--- src/rtl/gpio_irq_pkg.sv ---
// Package: shared encodings for the GPIO interrupt controller.
// Assumes the configuration fields are two bits wide, as decoded here.
package gpio_irq_pkg;

    localparam int CFG_W = 2;

    // Trigger selection. Bit values are decoded by the detector.
    typedef enum logic [CFG_W-1:0] {
        TRIG_LOW_LVL  = 2'b00,
        TRIG_RISE     = 2'b01,
        TRIG_FALL     = 2'b10,
        TRIG_HIGH_LVL = 2'b11
    } trig_mode_e;

    // Pin setup code that turns the pin into an input.
    localparam logic [CFG_W-1:0] SETUP_AS_INPUT = 2'b01;

    // Captured configuration word.
    typedef struct packed {
        logic [CFG_W-1:0] setup;
        trig_mode_e       mode;
        logic             en;
    } irq_cfg_t;

endpackage

--- src/rtl/gpio_irq_sync.sv ---
// Module: synchroniser and edge-history stage for the GPIO pin.
// The flop chain is STAGES deep (at least 2). It runs without reset so that
// the history register already matches the settled pin level when reset is
// released. Assumes the pin is held steady for STAGES+1 cycles of reset.
module gpio_irq_sync #(
    parameter int STAGES = 2
) (
    input  logic clk,
    input  logic pin_async,
    output logic pin_sync,
    output logic pin_prev
);

    logic [STAGES-1:0] chain;

    generate
        if (STAGES < 2) begin : g_bad_depth
            initial $error("gpio_irq_sync: STAGES must be at least 2");
        end
    endgenerate

    // Purpose: shift the raw pin through the synchroniser chain.
    always_ff @(posedge clk) begin
        chain <= {chain[STAGES-2:0], pin_async};
    end

    assign pin_sync = chain[STAGES-1];

    // Purpose: keep the previous synchronised value for edge comparison.
    always_ff @(posedge clk) begin
        pin_prev <= pin_sync;
    end

endmodule

--- src/rtl/gpio_irq_detect.sv ---
// Module: combinational trigger decision.
// Combines the captured configuration with the synchronised pin and its
// history, and raises trig in any cycle where the selected condition holds.
// Edge modes fire for one cycle per transition. Level modes fire for as
// long as the level holds.
module gpio_irq_detect
    import gpio_irq_pkg::*;
(
    input  irq_cfg_t cfg,
    input  logic     pin_sync,
    input  logic     pin_prev,
    output logic     trig
);

    logic armed;
    logic rise_evt;
    logic fall_evt;
    logic hit;

    assign armed    = cfg.en && (cfg.setup == SETUP_AS_INPUT);
    assign rise_evt = pin_sync && !pin_prev;
    assign fall_evt = !pin_sync && pin_prev;

    // Purpose: choose the trigger condition from the mode field.
    always_comb begin
        case (cfg.mode)
            TRIG_LOW_LVL:  hit = !pin_sync;
            TRIG_RISE:     hit = rise_evt;
            TRIG_FALL:     hit = fall_evt;
            TRIG_HIGH_LVL: hit = pin_sync;
            default:       hit = 1'b0;
        endcase
    end

    assign trig = armed && hit;

endmodule

--- src/rtl/gpio_irq_status.sv ---
// Module: sticky status flag and registered active-low interrupt output.
// A set takes priority over a clear, so a read in a trigger cycle loses
// nothing. Assumes rd is a single-cycle strobe.
module gpio_irq_status (
    input  logic clk,
    input  logic rst_n,
    input  logic trig,
    input  logic rd,
    output logic status_q,
    output logic irq_n_q
);

    // Purpose: set on trigger, clear on read only when no trigger is present.
    always_ff @(posedge clk) begin
        if (!rst_n) begin
            status_q <= 1'b0;
        end else if (trig) begin
            status_q <= 1'b1;
        end else if (rd) begin
            status_q <= 1'b0;
        end
    end

    // Purpose: drive the interrupt line low in each cycle after a trigger.
    always_ff @(posedge clk) begin
        if (!rst_n) begin
            irq_n_q <= 1'b1;
        end else begin
            irq_n_q <= !trig;
        end
    end

endmodule

--- src/rtl/gpio_irq_ctrl.sv ---
// Module: top level of the GPIO interrupt controller.
// Captures the configuration fields every clock (reset disables), then
// synchronises the pin, detects the trigger and drives the status flag
// and the active-low interrupt. Pin-to-output latency is three edges.
module gpio_irq_ctrl
    import gpio_irq_pkg::*;
#(
    parameter int SYNC_STAGES = 2
) (
    input  logic             clk,
    input  logic             rst_n,
    input  logic             pin_async,
    input  logic [CFG_W-1:0] pin_setup,
    input  logic [CFG_W-1:0] trig_mode,
    input  logic             irq_en,
    input  logic             status_rd,
    output logic             irq_status,
    output logic             irq_n
);

    irq_cfg_t cfg_q;
    logic     pin_sync;
    logic     pin_prev;
    logic     trig;

    // Purpose: capture the register-bank fields; reset leaves the source disabled.
    always_ff @(posedge clk) begin
        if (!rst_n) begin
            cfg_q.setup <= '0;
            cfg_q.mode  <= TRIG_LOW_LVL;
            cfg_q.en    <= 1'b0;
        end else begin
            cfg_q.setup <= pin_setup;
            cfg_q.mode  <= trig_mode_e'(trig_mode);
            cfg_q.en    <= irq_en;
        end
    end

    gpio_irq_sync #(
        .STAGES(SYNC_STAGES)
    ) u_sync (
        .clk      (clk),
        .pin_async(pin_async),
        .pin_sync (pin_sync),
        .pin_prev (pin_prev)
    );

    gpio_irq_detect u_detect (
        .cfg     (cfg_q),
        .pin_sync(pin_sync),
        .pin_prev(pin_prev),
        .trig    (trig)
    );

    gpio_irq_status u_status (
        .clk     (clk),
        .rst_n   (rst_n),
        .trig    (trig),
        .rd      (status_rd),
        .status_q(irq_status),
        .irq_n_q (irq_n)
    );

endmodule

--- config.mk ---
export PLATFORM = sky130hd
export DESIGN_NAME = gpio_irq_ctrl
export DESIGN_NICKNAME = d
export VERILOG_FILES = /design/src/rtl/gpio_irq_pkg.sv /design/src/rtl/gpio_irq_sync.sv /design/src/rtl/gpio_irq_detect.sv /design/src/rtl/gpio_irq_status.sv /design/src/rtl/gpio_irq_ctrl.sv
export SDC_FILE = /design/constraint.sdc
export NUM_CORES = 1
export LEC_CHECK = 0
export BUFFER_PORTS_ARGS = -buffer_cell sky130_fd_sc_hd__buf_2
export CORE_AREA = 4 4 41 43
export CTS_CLUSTER_SIZE = 12
export DETAILED_ROUTE_END_ITERATION = 6
export DIE_AREA = 0 0 45 47
export SETUP_SLACK_MARGIN = 0.3
export SLEW_MARGIN = 20
export SYNTH_ARGS = -nofsm -noshare
export SYNTH_HDL_FRONTEND = slang
export SYNTH_SLANG_ARGS = --single-unit
--- constraint.sdc ---
create_clock -name clk -period 0.95 [get_ports clk]
set_input_delay 0.1425 -clock clk [delete_from_list [all_inputs] [get_ports clk]]
set_output_delay 0.1425 -clock clk [all_outputs]
set_load 0.01 [all_outputs]
* Word level (Yosys, flattened, before mapping) *
Index checks and enable logic that the tools add are counted.

storage, ports and cells
  register bits = 10
  bits of input ports = 9
  logic and storage cells = 23

operators by class
  equality and inequality tests = 4
  mux-type cells = 3
  reductions and logical operators = 9

operators with widths
  kind                                                              count
  2-bit by 1-bit == test with 1-bit output (second input constant)  2
  2-bit == test (second input constant)                             2
  1-bit logical AND                                                 4
  1-bit one-hot mux with 4 select lines                             1
  1-bit zero test                                                   3
  2-bit zero test                                                   1
  1-bit two-way mux                                                 2
  2-bit nonzero test                                                1

* Longest topological paths before layout *
  word-level depth = 5
  gate-level depth with buffers = 3
  gate-level depth less buffers = 3

* Cells and area by module *
From an unflattened synthesis, not the netlist that was laid out.

unflattened totals
  cells, all modules = 25
  area, all modules = 296.5 um^2

by module, submodules not included
  module           times used  cells each  area an instance (um^2)  seq. area each (um^2)
  gpio_irq_ctrl    1           10          131.4                    100.1
  gpio_irq_status  1           5           65.1                     40.0
  gpio_irq_sync    1           3           60.1                     60.1
  gpio_irq_detect  1           7           40.0                     0.0

* Worst setup path after synthesis *
Ideal clock, no wire load.

  path kind = register to register
  from = register u_sync.pin_prev
  to = register u_status.status_q
  arrival = 0.728 ns
  data required time = 0.834 ns
  slack = 0.106 ns
  cell stages (with the launch flop) = 4
  cell sequence = dfxtp_1 -> nand2b_4 -> o2bb2ai_2 -> a41o_1

on the way
  longest elaborated chain between the ends = 5
  elaborated cells between the ends (all ways) = 7
  those cells by class = mux: 2; reduce/logical: 5

RTL lines
  item                                                            RTL line               source
  start, declared                                                 gpio_irq_sync.sv:11    output logic pin_prev
  start signal, assigned                                          gpio_irq_sync.sv:31    pin_prev <= pin_sync;
  1-bit zero test                                                 gpio_irq_detect.sv:21  assign rise_evt = pin_sync && !pin_prev;
  1-bit logical AND                                               gpio_irq_detect.sv:21
  1-bit one-hot mux with 4 select lines *                         gpio_irq_detect.sv:26  case (cfg.mode)
  1-bit logical AND *                                             gpio_irq_detect.sv:35  assign trig = armed && hit;
  1-bit two-way mux / 2-bit nonzero test (equally long branches)  --
  end signal, assigned                                            gpio_irq_status.sv:16  status_q <= 1'b0;
  end signal, assigned                                            gpio_irq_status.sv:18  status_q <= 1'b1;
  end signal, assigned                                            gpio_irq_status.sv:20  status_q <= 1'b0;
  end, declared                                                   gpio_irq_status.sv:9   output logic status_q,

Mark *: on every way between the ends. The rest lies on a longest branch, timed or not.
A chain may end at the register's enable or synchronous reset.

* Worst setup path in the final report *
  from = register u_status.status_q
  to = output port irq_status

RTL lines
  item           RTL line             source
  end, declared  gpio_irq_ctrl.sv:17  output logic irq_status,

No word-level cell between the ends.

==> flow_summary.ini <==
[outcome]
status = complete, no violations

[yosys]
synth-edff-count = 0
yosysMostFrequentCell = dfxtp_1
synth_top_area_share_pct = 65.57
synthCells = 24
yosys-top-cells-count = dfxtp_1 (10), and2_1 (5), nor2b_1 (2)
synthTopCellsByArea = dfxtp_1 (66%), and2_1 (10%), o2bb2ai_2 (4.9%)
yosysWarningCount = 0
async_flop_share_pct = 0
ys.flop_type = dfxtp_1
synth_seq_cells = 10
synth_top_area_cell = dfxtp_1
yosysUniqueCellTypes = 10
synth_seq_area_share_pct = 65.57
netlist_area_sq_um = 305.3
syn_area_per_cell_sq_um = 12.72
synth_nets = 33

[critical_path]
crit-reg2reg-launch = u_sync.pin_prev$_DFF_P_
cp-end-kind = output pin
crit_family = flip-flops
r2r-end = u_status.status_q$_SDFFE_PN0P_
critPathMaxStageDelay_ns = 0.32
cp-start-kind = flop
critPathBufInv = 1
cp_max_fo = 2
reg2reg_slack_ns = 0.12
crit_chain = buf_6
critPathKind = flop to output pin
cp_slowest_cell = dfxtp_2
required_ns = 0.81
rr_worst_depth = 3
worstPathArrival_ns = 0.70

[power]
p_comb_share_pct = 5.5
ir_worst_vdd_mv = 0.6870
powerDensity_mw_per_mm2 = 1978
p_sw_share_pct = 19.19
clock_power_share_pct = 43.0
p_leak_nw = 0.2043
p_sw_mw = 0.1672
intPower_mw = 0.7040
power_frac_seq_pct = 51.5

[sta]
fin_worst_skew_ns = 0.001024
setup_tns_ns = 0
period_share_pct = 88.21
setup_viol = 0
rsz0062_at_grt = true
final_max_slew_viol_count = 0
tightest_slew_ns = 0.1479
holdWs_ns = 0.08282
max_freq_ghz = 1.193
final-hold-violation-count = 0
relSlewSlack_pct = 90.12
period_minus_slack_ns = 0.8380

[layout]
fin_util_pct = 33.85
synthToLayoutAreaGrowth_pct = 44.26
fin_nets = 49
fin_area_sq_um = 440.4
nFillCells = 137
drive_gt1_share_pct = 53.85
antenna_cells = 0

[grt]
grtUsageTotal_pct = 5.789
grt_pass1_vias = 188
grt_max_degree = 9
antenna_found_initial = 0
grt_pass1_wl_microns = 772
grt_overflow = 0

[hold_path]
min_from = trig_mode[1]
min_to = cfg_q[2]$_SDFF_PN0_
min_path_cells = 2
hold_class = input pin to flop

[clocking]
clock_latency_ns = 0.26
clockBufferDepth = 2
clock_sinks = 10
cts_root_buffer = clkbuf_4
cts_tree = done
numCtsBuffers = 3
post-cts-setup-buffers = 0
clk_pin_slew_ns = 0.07
htreeDepth = 1

[placement]
portBuffers = 10
place_area_sq_um = 377.9
gp_congestion = 0.6229

[route]
first_iter_violations = 0
routedWlPerCell_microns = 8.444
wl_met3_microns = 70
wl_met1_microns = 208
drt_wl_total_microns = 456
firstDrtPassIters = 1
drc = 0
drtAntennaViolNets = 0
wl_met2_microns = 177
avgViaCountPerCell = 3.722
maxUsedRoutingLayer = met3
vias = 201

[die]
die-height_microns = 47
chipWidth_microns = 45
rows = 13
start_util_pct = 23.46
coreArea_sq_mm = 0.001301
io_pins = 11
dieArea_sq_mm = 0.002115

[job]
cap_violations = 0
-- state kept, by name (all words and copies together) (netlist names) --
name	count
cfg_q	5
u_sync.chain	2
u_status.irq_n_q	1
u_status.status_q	1
u_sync.pin_prev	1
-- placed cells by master (no fill, tap or decap) --
master | synthesis | layout
a41o_1 | 1 | 1
and2_1 | 5 | 5
and3b_1 | 1 | 1
buf_2 | 0 | 8
buf_6 | 0 | 2
clkbuf_4 | 0 | 3
clkbuf_8 | 0 | 1
dfxtp_1 | 10 | 6
dfxtp_2 | 0 | 4
dlygate4sd3_1 | 0 | 1
nand2_1 | 1 | 1
nand2b_4 | 1 | 1
nand4_1 | 1 | 1
nor2_1 | 1 | 1
nor2b_1 | 2 | 1
nor2b_2 | 0 | 1
o2bb2ai_2 | 1 | 1
-- area by class of cell --
class | count | area (sq um) | share of cell area [%]
flip-flops and latches | 10 | 205.2 | 46.59
multi-input cells | 14 | 107.6 | 24.43
repair buffers | 11 | 72.57 | 16.48
clock buffers | 4 | 36.28 | 8.239
well taps | 15 | 18.77 | 4.261
-- cell families after synthesis --
| family | count (synthesis) | synth area share [%] |
|---|---|---|
| simple gates | 12 | 26.23 |
| flops | 10 | 65.57 |
| compound gates | 2 | 8.195 |
-- power by group through the flow --
stage	clock, mW	combinational (mW)	sequential [mW]
floorplan	0	0.0243	0.456
global placement	0	0.0446	0.457
detailed placement	0	0.0446	0.458
CTS	0.394	0.0484	0.448
global route	0.411	0.0552	0.450
finish	0.375	0.0480	0.448
-- worst max-delay path by stage --
stage	depth (start not counted)	end	from
5_1_grt	1	irq_status	u_status.status_q$_SDFFE_PN0P_
2_1_floorplan	3	u_status.status_q$_SDFFE_PN0P_	u_sync.pin_prev$_DFF_P_
6_report	1	irq_status	u_status.status_q$_SDFFE_PN0P_
4_1_cts	1	irq_status	u_status.status_q$_SDFFE_PN0P_
3_5_place_dp	3	u_status.status_q$_SDFFE_PN0P_	u_sync.pin_prev$_DFF_P_
3_3_place_gp	3	u_status.status_q$_SDFFE_PN0P_	u_sync.pin_prev$_DFF_P_
-- metal layers --
metal / vias to the layer above / track usage, %
met5: - / 0
met4: 0 / 5.263
met3: 0 / 4.981
met2: 10 / 6.780
met1: 82 / 6.207
li1: 109 / -
-- timing repair --
item / in CTS / in global routing
hold buffers: 1 / 0
endpoints found under the hold margin: 1 / 0
gates cloned: 0 / 0
pin swaps: 0 / 0
gates resized for setup: 2 / 3
endpoints found under the setup margin: 4 / 4
-- per-stage QoR --
step	instances	setup slack (ns)	power [mW]
2_1_floorplan	24	0.1542	0.4799
3_3_place_gp	49	0.1438	0.5012
3_5_place_dp	49	0.1324	0.5022
6_report	54	0.1120	0.8712
5_1_grt	54	0.07856	0.9167
4_1_cts	54	0.09508	0.8901
Note: power is estimated with default switching activity, not from simulation.
